## src/rtl/sercon_pkg.sv

```systemverilog
package sercon_pkg;

  // bit positions inside the status byte
  localparam int unsigned TX_CAUSE_BIT = 4;
  localparam int unsigned RX_CAUSE_BIT = 5;
  localparam int unsigned BASE_BIT     = 2;
  localparam int unsigned RX_READY_BIT = 0;

  // strobes from control to datapath, one cycle each
  typedef struct packed {
    logic rxPush;      // take the offered receive byte
    logic rxPop;       // drop the head byte of the receive buffer
    logic txSend;      // launch the written byte to the sink
    logic rdStat;      // status register read
    logic statCause;   // status read uses the event-cause view
    logic rdData;      // data register read
    logic rdOther;     // read of an unmapped offset
  } ctlStrobe_t;

endpackage

```

## src/rtl/sercon_ctrl.sv

```systemverilog
module sercon_ctrl
  import sercon_pkg::*;
#(
  parameter int unsigned ADDR_W   = 8,
  parameter logic [ADDR_W-1:0] STAT_OFS = 8'h80,
  parameter logic [ADDR_W-1:0] DATA_OFS = 8'hC0,
  parameter logic [7:0] ACK_CODE = 8'h28,
  parameter logic [7:0] PTR_SEL  = 8'h03
) (
  input  logic              clk,
  input  logic              rstN,
  input  logic              busRdEn,
  input  logic              busWrEn,
  input  logic [ADDR_W-1:0] busAddr,
  input  logic [7:0]        busWdata,
  input  logic              rxValid,
  input  logic              rxFull,
  input  logic              rxEmpty,
  input  logic              rxLast,
  output ctlStrobe_t        strobe,
  output logic              rxReady,
  output logic              txPend,
  output logic              rxPend,
  output logic              protoErr,
  output logic              emptyErr
);

  logic statHit, dataHit;
  logic statWr, statRd, dataWr, dataRd;
  logic ackWr;
  logic [7:0] ptrQ;

  assign statHit = (busAddr == STAT_OFS);
  assign dataHit = (busAddr == DATA_OFS);
  assign statWr  = busWrEn && statHit;
  assign statRd  = busRdEn && statHit;
  assign dataWr  = busWrEn && dataHit;
  assign dataRd  = busRdEn && dataHit;
  assign ackWr   = statWr && (busWdata == ACK_CODE);

  assign rxReady = !rxFull;

  always_comb begin
    strobe           = '0;
    strobe.rxPush    = rxValid && !rxFull;
    strobe.rxPop     = dataRd && !rxEmpty;
    strobe.txSend    = dataWr;
    strobe.rdStat    = statRd;
    strobe.statCause = statRd && (ptrQ == PTR_SEL);
    strobe.rdData    = dataRd;
    strobe.rdOther   = busRdEn && !statHit && !dataHit;
  end

  // pointer: any status write loads it, a cause-view read returns it to 0
  always_ff @(posedge clk) begin
    if (!rstN) begin
      ptrQ <= '0;
    end else if (statWr) begin
      ptrQ <= busWdata;
    end else if (strobe.statCause) begin
      ptrQ <= '0;
    end
  end

  // transmit event: set by a data write, cleared by the acknowledge code
  always_ff @(posedge clk) begin
    if (!rstN) begin
      txPend <= 1'b0;
    end else if (dataWr) begin
      txPend <= 1'b1;
    end else if (ackWr) begin
      txPend <= 1'b0;
    end
  end

  // receive event: set on arrival, cleared when the last byte is taken
  always_ff @(posedge clk) begin
    if (!rstN) begin
      rxPend <= 1'b0;
    end else if (strobe.rxPush) begin
      rxPend <= 1'b1;
    end else if (strobe.rxPop && rxLast) begin
      rxPend <= 1'b0;
    end
  end

  always_ff @(posedge clk) begin
    if (!rstN) begin
      protoErr <= 1'b0;
      emptyErr <= 1'b0;
    end else begin
      protoErr <= ackWr && !txPend;
      emptyErr <= dataRd && rxEmpty;
    end
  end

  // a cause-view read leaves the pointer at zero
  a_r3_ptr_cleared: assert property (@(posedge clk) disable iff (!rstN)
    (statRd && (ptrQ == PTR_SEL) && !statWr) |=> (ptrQ == 8'h00));

  // a status write is held in the pointer
  a_r2_ptr_loaded: assert property (@(posedge clk) disable iff (!rstN)
    statWr |=> (ptrQ == $past(busWdata)));

  // a data write leaves a transmit event pending
  a_r5_tx_pending: assert property (@(posedge clk) disable iff (!rstN)
    dataWr |=> txPend);

  // acknowledge removes the transmit event
  a_r6_ack_clears: assert property (@(posedge clk) disable iff (!rstN)
    ackWr |=> !txPend);

  // receive event tracks the buffer fill held in the datapath
  a_r8_pend_matches_fill: assert property (@(posedge clk) disable iff (!rstN)
    rxPend == !rxEmpty);

  // the host bus issues one access per cycle
  a_r12_single_access: assert property (@(posedge clk) disable iff (!rstN)
    !(busRdEn && busWrEn));

endmodule

```

## src/rtl/sercon_dp.sv

```systemverilog
module sercon_dp
  import sercon_pkg::*;
#(
  parameter int unsigned RX_DEPTH = 4
) (
  input  logic       clk,
  input  logic       rstN,
  input  ctlStrobe_t strobe,
  input  logic [7:0] rxData,
  input  logic [7:0] busWdata,
  input  logic       txPend,
  input  logic       rxPend,
  output logic [7:0] busRdata,
  output logic       busRvalid,
  output logic [7:0] txData,
  output logic       txValid,
  output logic       rxFull,
  output logic       rxEmpty,
  output logic       rxLast
);

  localparam int unsigned IDX_W = (RX_DEPTH > 1) ? $clog2(RX_DEPTH) : 1;
  localparam int unsigned CNT_W = $clog2(RX_DEPTH + 1);
  localparam logic [IDX_W-1:0] LAST_IDX = IDX_W'(RX_DEPTH - 1);
  localparam logic [CNT_W-1:0] FULL_CNT = CNT_W'(RX_DEPTH);

  logic [7:0]       slotQ [RX_DEPTH];
  logic [IDX_W-1:0] wrIdx, rdIdx;
  logic [CNT_W-1:0] fillCnt;
  logic [7:0]       headByte;
  logic [7:0]       statView;

  assign rxEmpty  = (fillCnt == '0);
  assign rxFull   = (fillCnt == FULL_CNT);
  assign rxLast   = (fillCnt == CNT_W'(1));
  assign headByte = slotQ[rdIdx];

  // one storage slot per buffer entry
  for (genvar s = 0; s < RX_DEPTH; s++) begin : g_slot
    always_ff @(posedge clk) begin
      if (!rstN) begin
        slotQ[s] <= '0;
      end else if (strobe.rxPush && (wrIdx == IDX_W'(s))) begin
        slotQ[s] <= rxData;
      end
    end
  end

  always_ff @(posedge clk) begin
    if (!rstN) begin
      wrIdx   <= '0;
      rdIdx   <= '0;
      fillCnt <= '0;
    end else begin
      if (strobe.rxPush) begin
        wrIdx <= (wrIdx == LAST_IDX) ? '0 : wrIdx + IDX_W'(1);
      end
      if (strobe.rxPop) begin
        rdIdx <= (rdIdx == LAST_IDX) ? '0 : rdIdx + IDX_W'(1);
      end
      case ({strobe.rxPush, strobe.rxPop})
        2'b10:   fillCnt <= fillCnt + CNT_W'(1);
        2'b01:   fillCnt <= fillCnt - CNT_W'(1);
        default: fillCnt <= fillCnt;
      endcase
    end
  end

  // status byte for the current pointer view
  always_comb begin
    statView = '0;
    if (strobe.statCause) begin
      if (txPend) begin
        statView[TX_CAUSE_BIT] = 1'b1;
      end else if (rxPend) begin
        statView[RX_CAUSE_BIT] = 1'b1;
      end
    end else begin
      statView[BASE_BIT]     = 1'b1;
      statView[RX_READY_BIT] = rxPend;
    end
  end

  always_ff @(posedge clk) begin
    if (!rstN) begin
      busRdata  <= '0;
      busRvalid <= 1'b0;
    end else begin
      busRvalid <= strobe.rdStat || strobe.rdData || strobe.rdOther;
      if (strobe.rdData) begin
        busRdata <= rxEmpty ? 8'h00 : headByte;
      end else if (strobe.rdStat) begin
        busRdata <= statView;
      end else begin
        busRdata <= 8'h00;
      end
    end
  end

  always_ff @(posedge clk) begin
    if (!rstN) begin
      txData  <= '0;
      txValid <= 1'b0;
    end else begin
      txValid <= strobe.txSend;
      if (strobe.txSend) begin
        txData <= busWdata;
      end
    end
  end

  // the buffer never holds more than its depth
  a_r11_fill_bound: assert property (@(posedge clk) disable iff (!rstN)
    fillCnt <= FULL_CNT);

  // control never pushes into a full buffer
  a_r11_no_push_full: assert property (@(posedge clk) disable iff (!rstN)
    strobe.rxPush |-> !rxFull);

  // control never pops an empty buffer
  a_r8_no_pop_empty: assert property (@(posedge clk) disable iff (!rstN)
    strobe.rxPop |-> !rxEmpty);

  // the sink sees the byte exactly one cycle after the write
  a_r5_tx_one_shot: assert property (@(posedge clk) disable iff (!rstN)
    txValid |=> (!txValid || $past(strobe.txSend)));

endmodule

```

## src/rtl/sercon_port.sv

```systemverilog
module sercon_port
  import sercon_pkg::*;
#(
  parameter int unsigned ADDR_W   = 8,
  parameter int unsigned RX_DEPTH = 4,
  parameter logic [ADDR_W-1:0] STAT_OFS = 8'h80,
  parameter logic [ADDR_W-1:0] DATA_OFS = 8'hC0,
  parameter logic [7:0] ACK_CODE = 8'h28,
  parameter logic [7:0] PTR_SEL  = 8'h03
) (
  input  logic              clk,
  input  logic              rstN,
  input  logic              busRdEn,
  input  logic              busWrEn,
  input  logic [ADDR_W-1:0] busAddr,
  input  logic [7:0]        busWdata,
  output logic [7:0]        busRdata,
  output logic              busRvalid,
  input  logic [7:0]        rxData,
  input  logic              rxValid,
  output logic              rxReady,
  output logic [7:0]        txData,
  output logic              txValid,
  output logic              irq,
  output logic              protoErr,
  output logic              emptyErr
);

  ctlStrobe_t strobe;
  logic txPend, rxPend;
  logic rxFull, rxEmpty, rxLast;

  sercon_ctrl #(
    .ADDR_W  (ADDR_W),
    .STAT_OFS(STAT_OFS),
    .DATA_OFS(DATA_OFS),
    .ACK_CODE(ACK_CODE),
    .PTR_SEL (PTR_SEL)
  ) u_ctrl (
    .clk     (clk),
    .rstN    (rstN),
    .busRdEn (busRdEn),
    .busWrEn (busWrEn),
    .busAddr (busAddr),
    .busWdata(busWdata),
    .rxValid (rxValid),
    .rxFull  (rxFull),
    .rxEmpty (rxEmpty),
    .rxLast  (rxLast),
    .strobe  (strobe),
    .rxReady (rxReady),
    .txPend  (txPend),
    .rxPend  (rxPend),
    .protoErr(protoErr),
    .emptyErr(emptyErr)
  );

  sercon_dp #(
    .RX_DEPTH(RX_DEPTH)
  ) u_dp (
    .clk      (clk),
    .rstN     (rstN),
    .strobe   (strobe),
    .rxData   (rxData),
    .busWdata (busWdata),
    .txPend   (txPend),
    .rxPend   (rxPend),
    .busRdata (busRdata),
    .busRvalid(busRvalid),
    .txData   (txData),
    .txValid  (txValid),
    .rxFull   (rxFull),
    .rxEmpty  (rxEmpty),
    .rxLast   (rxLast)
  );

  assign irq = txPend || rxPend;

  // a data write raises the interrupt in the next cycle
  a_r10_irq_on_send: assert property (@(posedge clk) disable iff (!rstN)
    strobe.txSend |=> irq);

  // a drained buffer with no transmit event leaves the line low
  a_r10_irq_low_idle: assert property (@(posedge clk) disable iff (!rstN)
    (rxEmpty && !txPend) |-> !irq);

endmodule

```

## config.mk

```make
export PLATFORM = sky130hd
export DESIGN_NAME = sercon_port
export DESIGN_NICKNAME = d
export VERILOG_FILES = /design/src/rtl/sercon_pkg.sv /design/src/rtl/sercon_ctrl.sv /design/src/rtl/sercon_dp.sv /design/src/rtl/sercon_port.sv
export SDC_FILE = /design/constraint.sdc
export NUM_CORES = 1
export LEC_CHECK = 0
export BUFFER_PORTS_ARGS = -buffer_cell sky130_fd_sc_hd__buf_2
export CAP_MARGIN = 20
export CORE_UTILIZATION = 50
export CTS_CLUSTER_SIZE = 16
export DETAILED_ROUTE_END_ITERATION = 16
export PLACE_DENSITY_LB_ADDON = 0.15
export SETUP_SLACK_MARGIN = 0.3
export SLEW_MARGIN = 5
export SYNTH_ARGS = -nofsm -noshare
export SYNTH_HDL_FRONTEND = slang
export SYNTH_HIERARCHICAL = 1
export SYNTH_SLANG_ARGS = --single-unit
```

## constraint.sdc

```tcl
create_clock -name clk -period 4.25 [get_ports clk]
set_input_delay 0.2125 -clock clk [delete_from_list [all_inputs] [get_ports clk]]
set_output_delay 0.2125 -clock clk [all_outputs]
set_load 0.005 [all_outputs]
```

==> results.sh, run 1 <==
export IMPL_yosysUniqueCellTypes=40
export IMPL_die_h_um=80.5
export IMPL_final_hold_violation_count=0
export IMPL_first_pass_iters=4
export IMPL_cts_setup_buffers=0
export IMPL_arrival_ns=2.58
export IMPL_drt_antenna_violating_nets=0
export IMPL_hold_ws_ns=0.150
export IMPL_cts_tree="built"
export IMPL_num_vias=1994
export IMPL_synth_top_area_frac=0.312
export IMPL_critical_path_class="reg2reg"
export IMPL_fin_crit_ns=2.37
export IMPL_nets=347
export IMPL_critPathRequiredTime_ns=4.46
export IMPL_cp_max_fo=9
export IMPL_io_buffers=50
export IMPL_netlist_top_cells_count="dfxtp_1 (39), and2_1 (34), edfxtp_1 (32)"
export IMPL_core_um2=5920
export IMPL_postCtsHoldBufs=0
export IMPL_syn_to_final_growth_pct=15.2
export IMPL_ys_warn_count=6
export IMPL_insertion_delay_ns=0.34
export IMPL_cts_buffer_depth=2
export IMPL_finalMaxSlewViolations=0
export IMPL_slew_limit_headroom=0.567
export IMPL_final_core_util=0.599
export IMPL_grt_pass1_wl_um=8980
export IMPL_cp_start_kind="flop"
export IMPL_dpl_cell_area_um2=3360
export IMPL_routed_via_density=5.14
export IMPL_wl_per_cell_um=14.9
export IMPL_p_per_area_nw_per_um2=383
export IMPL_ioPinCount=51
export IMPL_skew_ns=0.00809
export IMPL_grt_pass1_vias=1852
export IMPL_synth_fp_nets=295
export IMPL_netSwitchingPower_uw=302
export IMPL_hold_class="in2reg"
export IMPL_grt_max_degree=20
export IMPL_numCtsBuffers=9
export IMPL_synth_area_leader_cell="edfxtp_1"
export IMPL_crit_path_end_kind="flop"
export IMPL_internal_power_mw=1.05
export IMPL_clock_root_buffer="clkbuf_8"
export IMPL_p_sw_frac=0.223
export IMPL_cts_resized=0
export IMPL_drt_initial_drc_count=65
export IMPL_final_design_area_no_fill_um2=3550
export IMPL_start_util=0.520
export IMPL_comb_power_share=0.073
export IMPL_timing_final_crit_share=0.557
export IMPL_ys_seq_elements=71
export IMPL_max_slew_worst_pin_slew_ns=0.647
export IMPL_die_area_um2=6480
export IMPL_drive_gt1_frac=0.246
export IMPL_syn_area_um2=3080
export IMPL_ir_drop_mv=0.222
export IMPL_num_rows=28
export IMPL_static_leakage_power_nw=1.54
export IMPL_setup_viol=0
export IMPL_dieWidth_um=80.5
export IMPL_antenna_found_initial=0
export IMPL_async_reset_ff_frac=0
export IMPL_clockPowerShare=0.372
export IMPL_drc=0
export IMPL_dp_hpwl_um=4130
export IMPL_clkSinkCount=71
export IMPL_max_freq_ghz=0.422
export IMPL_seq_power_share=0.555
export IMPL_clk_pin_slew_ns=0.07
export IMPL_insertedDiodeCount=0
export IMPL_synth_area_leaders="edfxtp_1 (31%), dfxtp_1 (25%), and2_1 (6.9%)"
export IMPL_synth_edf_count=32
export IMPL_place_gp_congestion=0.828
export IMPL_htreeDepth=3
export IMPL_drt_wl_total_um=5780
export IMPL_syn_inst=256
export IMPL_fin_setup_tns_ns=0
export IMPL_status="finished clean"
export IMPL_rsz0062_at_grt="no"
export IMPL_drv_cap=0
export IMPL_synth_most_common_cell="dfxtp_1"
export IMPL_grt_total_usage=0.193
export IMPL_synth_main_ff_cell="dfxtp_1"
export IMPL_syn_area_per_cell_um2=12.0
export IMPL_synth_seq_area_share=0.566
export IMPL_overflow=0
-- metrics by stage --
| step | worst slack [ns] | power (mW) | std cells |
|---|---|---|---|
| finish | 1.88 | 1.36 | 388 |
| global route | 1.73 | 1.41 | 388 |
| CTS | 1.89 | 1.37 | 388 |
| detailed placement | 1.86 | 0.868 | 372 |
| global placement | 1.95 | 0.865 | 372 |
| floorplan | 2.18 | 0.826 | 256 |
-- cell type report --
| type | count | area (um^2) |
|---|---|---|
| Inverter | 14 | 52.6 |
| Multi-Input combinational cell | 162 | 1230 |
| Tap cell | 75 | 93.8 |
| Fill cell | 510 | 2370 |
| Sequential cell | 71 | 1740 |
| Clock inverter | 4 | 47.5 |
| Clock buffer | 12 | 135 |
| Timing Repair Buffer | 50 | 250 |
-- cell families after synthesis --
family / synth area share
flops: 0.566
xor+xnor: 0.00853
compound gates: 0.0260
simple gates: 0.206
buf+inv: 0.0362
mux: 0.117
fa+ha+maj: 0.0406
-- worst paths after layout --
path | cells after the start | startpoint | slack (ns) | end
max | 7 | u_dp/fillCnt[0]$_SDFFE_PN0P_ | 1.88 | u_dp/slotQ[3][4]$_SDFFCE_PN0P_
max reg2reg | 7 | u_dp/fillCnt[0]$_SDFFE_PN0P_ | 1.88 | u_dp/slotQ[3][4]$_SDFFCE_PN0P_
min | 3 | busWdata[3] | 0.15 | u_ctrl/ptrQ[3]$_SDFFE_PN0P_
min reg2reg | 2 | u_dp/txData[6]$_SDFFE_PN0P_ | 0.50 | u_dp/txData[6]$_SDFFE_PN0P_
-- registers in the layout, indices dropped and copies added, names as in the netlist, named ones only --
| signal | flops |
|---|---|
| u_ctrl/emptyErr | 1 |
| u_ctrl/protoErr | 1 |
| u_ctrl/ptrQ | 8 |
| u_ctrl/rxPend | 1 |
| u_ctrl/txPend | 1 |
| u_dp/busRdata | 8 |
| u_dp/busRvalid | 1 |
| u_dp/fillCnt | 3 |
| u_dp/rdIdx | 2 |
| u_dp/slotQ | 32 |
| u_dp/txData | 8 |
| u_dp/txValid | 1 |
| u_dp/wrIdx | 2 |
-- metal layers --
metal  vias to the layer above  part of all wire  GRT usage  routed length, um
met1                       946              0.49      0.255               2810
li1                        990                 -          -                  -
met5                         -                 0          0                  0
met4                         0             0.021      0.109                121
met3                        11             0.046     0.0375                265
met2                        47              0.45      0.297               2580
-- worst max-delay path: stages (launching register included) --
cell     delay, ns
dfxtp_1       0.39
inv_1         0.08
ha_1          0.20
and2_1        0.17
nor2b_1       0.49
nand2_1       0.15
nor2_1        0.54
and2_1        0.22
-- power by group through the flow --
stage               registers [mW]  logic (mW)  clock network, mW
floorplan                    0.765      0.0613                  0
CTS                          0.753      0.0996              0.517
global route                 0.755       0.111              0.543
global placement             0.767      0.0983                  0
finish                       0.753      0.0990              0.505
detailed placement           0.769      0.0991                  0
-- placed cells by master, fill, tap and decap left out, types with 2 or more instances in the layout --
master | Yosys | final
nor2_1 | 31 | 31
dfxtp_1 | 39 | 39
clkbuf_1 | 0 | 3
nor4_1 | 2 | 2
clkbuf_8 | 0 | 9
a41o_1 | 2 | 2
edfxtp_1 | 32 | 32
o21ai_0 | 2 | 2
nand3b_1 | 3 | 3
and2_1 | 34 | 34
xor2_1 | 2 | 2
mux4_2 | 8 | 8
ha_1 | 10 | 10
inv_1 | 13 | 13
o22ai_1 | 3 | 3
a21oi_1 | 3 | 3
mux2i_1 | 18 | 18
nor3_1 | 3 | 3
buf_2 | 4 | 50
nor4b_1 | 3 | 3
nand2_1 | 14 | 14
nor2b_1 | 8 | 8
Note: power is estimated with default switching activity, not from simulation.
==> run 2: changes to the inputs <==
clock period = 2.4 ns   (was 4.25 ns; I/O delays follow)
==> run 2 against run 1 <==
Worst setup slack got worse by 1.5 ns. Cell count is 1.8% higher. Total power is 74% higher. Clock-buffer cell count is 2 lower. Combinational power up 87%. Via count grew 0.30%. Clock power rose by 66%. Die area stayed put. Core utilization grew 1.1 points. Critical path depth unchanged.
==> results.sh, run 2 (synthesis gave the netlist of run 1 again) <==
export IMPL_ioPinCount=51
export IMPL_register_area_um2=1740
export IMPL_io_buffers=50
export IMPL_drt_wl_total_um=5770
export IMPL_numCtsBuffers=9
export IMPL_core_um2=5920
export IMPL_endpoint="u_dp/fillCnt[2]$_SDFFE_PN0P_"
export IMPL_largest_register_ffs=32
export IMPL_nets=354
export IMPL_die_h_um=80.5
export IMPL_overflow=0
export IMPL_worstSetupStartpoint="u_dp/fillCnt[0]$_SDFFE_PN0P_"
export IMPL_start_util=0.520
export IMPL_r2r_setup_slack_ns=0.43
export IMPL_clock_root_buffer="clkbuf_8"
export IMPL_ir_drop_mv=0.381
export IMPL_route_met2_wl_um=2620
export IMPL_wl_per_cell_um=14.6
export IMPL_syn_to_final_growth_pct=17.3
export IMPL_arrival_ns=2.24
export IMPL_static_leakage_power_nw=1.58
export IMPL_status="finished clean"
export IMPL_cp_max_fo=4
export IMPL_slew_limit_headroom=0.637
export IMPL_final_hold_violation_count=0
export IMPL_die_area_um2=6480
export IMPL_final_core_util=0.610
export IMPL_nFillCells=498
export IMPL_clkSinkCount=71
export IMPL_insertion_delay_ns=0.33
export IMPL_dr_max_layer_used="met4"
export IMPL_fin_setup_tns_ns=0
export IMPL_cp_start_kind="flop"
export IMPL_timing_final_crit_share=0.822
export IMPL_rsz0062_at_grt="no"
export IMPL_max_freq_ghz=0.507
export IMPL_wl_met1_um=2780
export IMPL_p_per_area_nw_per_um2=653
export IMPL_crit_path_end_kind="flop"
export IMPL_antenna_found_initial=0
export IMPL_r2r_end="u_dp/fillCnt[2]$_SDFFE_PN0P_"
export IMPL_drv_cap=0
export IMPL_setup_viol=0
export IMPL_grt_pass1_wl_um=9220
export IMPL_met3_length_um=350
export IMPL_fin_crit_ns=1.97
export IMPL_dpl_cell_area_um2=3410
export IMPL_max_slew_worst_pin_slew_ns=0.543
export IMPL_final_cell_mix="buf_2 (50), dfxtp_1 (37), and2_1 (34), edfxtp_1 (32), nor2_1 (30)"
export IMPL_grt_pass1_vias=1873
export IMPL_num_vias=2000
export IMPL_place_gp_congestion=0.733
export IMPL_drc=0
export IMPL_dieWidth_um=80.5
export IMPL_drt_initial_drc_count=104
export IMPL_grt_total_usage=0.198
export IMPL_critPathRequiredTime_ns=2.67
export IMPL_skew_ns=0.00411
export IMPL_routed_via_density=5.06
export IMPL_multi_input_area_um2=1240
export IMPL_num_rows=28
export IMPL_cts_tree="built"
export IMPL_hold_class="in2reg"
export IMPL_cts_buffer_depth=2
export IMPL_final_design_area_no_fill_um2=3610
export IMPL_final_common_cell="buf_2"
export IMPL_clk_pin_slew_ns=0.07
export IMPL_finalMaxSlewViolations=0
export IMPL_top_register="u_dp/slotQ"
export IMPL_rr_startpoint="u_dp/fillCnt[0]$_SDFFE_PN0P_"
export IMPL_critical_path_class="reg2reg"
export IMPL_grt_max_degree=20
export IMPL_drive_gt1_frac=0.294
export IMPL_htreeDepth=3
export IMPL_r2r_cells=7
export IMPL_dp_hpwl_um=4070
export IMPL_drt_antenna_violating_nets=0
export IMPL_insertedDiodeCount=0
export IMPL_first_pass_iters=4
-- run 2: cell count changes in the layout (fill, tap and decap cells not counted), sizes merged --
| cell | previous run | this run |
|---|---|---|
| clkinvlp | 0 | 1 |
| clkinv | 3 | 5 |
| clkbuf | 12 | 10 |
| buf | 50 | 57 |
| bufinv | 1 | 0 |
-- run 2: how the worst min path moves through the flow --
stage,start,to,slack (ns),cells after the start
floorplan,rstN,u_ctrl/rxPend$_SDFFE_PN0P_,0.26,2
global placement,busWdata[3],u_ctrl/ptrQ[3]$_SDFFE_PN0P_,0.39,3
detailed placement,busWdata[3],u_ctrl/ptrQ[3]$_SDFFE_PN0P_,0.39,3
CTS,busWdata[3],u_ctrl/ptrQ[3]$_SDFFE_PN0P_,0.04,3
global route,busWdata[3],u_dp/txData[3]$_SDFFE_PN0P_,0.06,3
finish,busWdata[3],u_dp/txData[3]$_SDFFE_PN0P_,0.06,3
-- run 2: power breakdown --
part           internal, mW  leakage (nW)  switching [mW]
clock                 0.398        0.0918           0.439
sequential             1.32         0.652          0.0195
combinational        0.0822         0.838           0.103
total                  1.79          1.58           0.562
-- run 2: metal layers --
metal / up-vias / GRT usage
met1: 939 / 0.281
met4: 0 / 0.0946
met3: 2 / 0.0341
met5: - / 0
li1: 1004 / -
met2: 55 / 0.294
-- run 2: through the flow --
| stage | setup WS, ns | total power, mW | std cells | hold WS (ns) |
|---|---|---|---|---|
| CTS | 0.277 | 2.38 | 394 | 0.0366 |
| global route | 0.298 | 2.45 | 395 | 0.0559 |
| finish | 0.428 | 2.36 | 395 | 0.0587 |
| detailed placement | 0.256 | 1.54 | 378 | 0.392 |
| global placement | 0.279 | 1.54 | 378 | 0.386 |
| floorplan | 0.330 | 1.46 | 256 | 0.258 |
-- run 2: layout make-up --
cell class	instances	share of cell area
clock buffers	10	0.0381
clock inverters	6	0.0100
inverters	14	0.0146
multi-input cells	162	0.344
flip-flops and latches	71	0.483
well taps	75	0.0260
repair buffers	57	0.0839
-- run 2: worst max-delay path, cell delays in order, from the launching register on --
cell and delay [ns]:
dfxtp_2 0.36, inv_1 0.07, ha_1 0.20, nor2b_1 0.17
nor3_2 0.27, ha_2 0.36, or3_1 0.34, a21oi_1 0.13
-- run 2: repair_timing --
action | 4_1_cts | 5_1_grt
hold buffers | 0 | 0
pin swaps | 0 | 2
gates resized for setup | 2 | 5
setup endpoints to repair | 5 | 43
buffers inserted | 0 | 1
==> run 3: changes to the inputs <==
clock period = 1.62 ns   (was 2.4 ns; I/O delays follow)
==> run 3 against run 2 <==
The run now ends with negative setup slack left. Largest power group unchanged. Worst hold slack lost 0.030 ns. Clock-buffer cell count stayed put. Highest routed layer unchanged. Combinational power up 130%. Critical path type unchanged. Die area is the same. Total power is 73% higher. Flip-flop and latch count unchanged. Register-to-register slack lost 0.52 ns. Critical path depth increased by 2. Critical endpoint unchanged.
==> results.sh, run 3 (synthesis gave the netlist of run 1 again) <==
export IMPL_drt_wl_total_um=6350
export IMPL_fin_setup_tns_ns=-1.14
export IMPL_final_hold_violation_count=0
export IMPL_slew_limit_headroom=0.711
export IMPL_cp_max_fo=6
export IMPL_grt_pass1_wl_um=9820
export IMPL_cts_buffer_depth=2
export IMPL_crit_path_end_kind="flop"
export IMPL_first_pass_iters=4
export IMPL_cp_start_kind="flop"
export IMPL_skew_ns=0.00835
export IMPL_path_cells="inv_2 > ha_4 > and2_4 > nor2b_4 > inv_4 > ha_4 > mux2i_1 > or3_1 > a21oi_1"
export IMPL_grt_max_degree=16
export IMPL_drv_cap=0
export IMPL_timing_final_crit_share=1.06
export IMPL_final_core_util=0.698
export IMPL_layout_setup_ws_ns=-0.0965
export IMPL_critPathRequiredTime_ns=1.89
export IMPL_num_rows=28
export IMPL_hold_ws_ns=0.0284
export IMPL_die_area_um2=6480
export IMPL_drive_gt1_frac=0.438
export IMPL_violations="negative setup slack"
export IMPL_final_common_cell="buf_2"
export IMPL_hold_class="in2reg"
export IMPL_io_buffers=50
export IMPL_slowest_stage="dfxtp_2"
export IMPL_ioPinCount=51
export IMPL_start_util=0.520
export IMPL_dieWidth_um=80.5
export IMPL_drt_antenna_violating_nets=0
export IMPL_grt_total_usage=0.213
export IMPL_arrival_ns=1.99
export IMPL_drt_initial_drc_count=107
export IMPL_insertion_delay_ns=0.33
export IMPL_clk_pin_slew_ns=0.07
export IMPL_largest_register_ffs=32
export IMPL_overflow=0
export IMPL_numCtsBuffers=9
export IMPL_cpPeakStageDelay_ns=0.34
export IMPL_top_register="u_dp/slotQ"
export IMPL_num_vias=2125
export IMPL_cp_num_buf_inv=2
export IMPL_antenna_found_initial=0
export IMPL_r2r_setup_slack_ns=-0.1
export IMPL_wl_per_cell_um=15.1
export IMPL_insertedDiodeCount=0
export IMPL_finalMaxSlewViolations=0
export IMPL_ir_drop_mv=0.627
export IMPL_status="finished, violations left"
export IMPL_place_gp_congestion=0.751
export IMPL_rsz0062_at_grt="yes"
export IMPL_clkSinkCount=71
export IMPL_static_leakage_power_nw=1.80
export IMPL_crit_path_frequent_cell="ha_4"
export IMPL_worstSetupPathDepth=9
export IMPL_clock_root_buffer="clkbuf_8"
export IMPL_rr_startpoint="u_dp/fillCnt[0]$_SDFFE_PN0P_"
export IMPL_grt_pass1_vias=1985
export IMPL_r2r_cells=9
export IMPL_endpoint="u_dp/fillCnt[2]$_SDFFE_PN0P_"
export IMPL_syn_to_final_growth_pct=34.2
export IMPL_r2r_end="u_dp/fillCnt[2]$_SDFFE_PN0P_"
export IMPL_p_per_area_nw_per_um2=985
export IMPL_worstSetupStartpoint="u_dp/fillCnt[0]$_SDFFE_PN0P_"
export IMPL_drc=0
export IMPL_fin_crit_ns=1.72
export IMPL_core_um2=5920
export IMPL_nets=379
export IMPL_die_h_um=80.5
export IMPL_htreeDepth=3
export IMPL_routed_via_density=5.06
export IMPL_place_ws_ns=-0.223
export IMPL_dp_hpwl_um=4240
export IMPL_critical_path_class="reg2reg"
export IMPL_setup_viol=18
export IMPL_cts_tree="built"
export IMPL_max_freq_ghz=0.583
export IMPL_crit_family="simple AND/OR/NAND/NOR gates"
export IMPL_max_slew_worst_pin_slew_ns=0.434
export IMPL_final_cell_mix="buf_2 (50), dfxtp_1 (35), edfxtp_1 (32), and2_1 (30), nor2_1 (26)"
-- run 3: how the worst min path moves through the flow --
stage / startpoint / to / slack, ns / cells past startpoint
after floorplan: rstN / u_ctrl/rxPend$_SDFFE_PN0P_ / 0.22 / 2
after global placement: busWdata[3] / u_ctrl/ptrQ[3]$_SDFFE_PN0P_ / 0.34 / 3
after detailed placement: busWdata[3] / u_ctrl/ptrQ[3]$_SDFFE_PN0P_ / 0.35 / 3
after CTS: busWdata[6] / u_ctrl/ptrQ[6]$_SDFFE_PN0P_ / 0.005 / 3
after global routing: busWdata[5] / u_dp/txData[5]$_SDFFE_PN0P_ / 0.03 / 3
final: busWdata[5] / u_dp/txData[5]$_SDFFE_PN0P_ / 0.03 / 3
-- run 3: cell type report --
type,instances,area (um^2)
repair buffers,82,547
clock buffers,10,128
multi-input cells,162,1450
fillers,422,1790
flip-flops and latches,71,1750
well taps,75,93.8
clock inverters,6,109
inverters,14,57.6
-- run 3: what timing repair did --
item                                   4_1_cts  5_1_grt
buffers inserted                             5        6
setup endpoints to repair                   83       85
gates resized for setup                     26       20
endpoints found under the hold margin        2        0
pin swaps                                   11        9
hold buffers                                 1        0
-- run 3: layer usage --
| metal | up-vias | global-route usage | routed length, um |
|---|---|---|---|
| li1 | 1060 | - | - |
| met1 | 1022 | 0.288 | 3110 |
| met2 | 38 | 0.333 | 2990 |
| met3 | 5 | 0.0375 | 178 |
| met4 | 0 | 0.0964 | 74 |
| met5 | - | 0 | 0 |
-- run 3: power breakdown --
group          internal (mW)  switching [mW]
combinational          0.213           0.210
clock                   1.02           0.649
sequential              1.95          0.0280
total                   3.18           0.887
-- run 3: worst register-to-register path, delay by kind of cell, from the launching register on --
| kind | cells | cell delay (ns) |
|---|---|---|
| adders and majority gates | 2 | 0.31 |
| and+or+nand+nor | 3 | 0.65 |
| DFF | 1 | 0.34 |
| AOI/OAI and AO/OA | 1 | 0.12 |
| buffers and inverters | 2 | 0.11 |
| muxes | 1 | 0.13 |
-- run 3: metrics by stage --
stage	area (um^2)	total power [mW]	std cells
2_1_floorplan	3180	2.19	256
3_3_place_gp	3610	2.35	392
3_5_place_dp	3610	2.36	392
4_1_cts	4000	4.07	414
5_1_grt	4130	4.24	420
6_report	4130	4.07	420
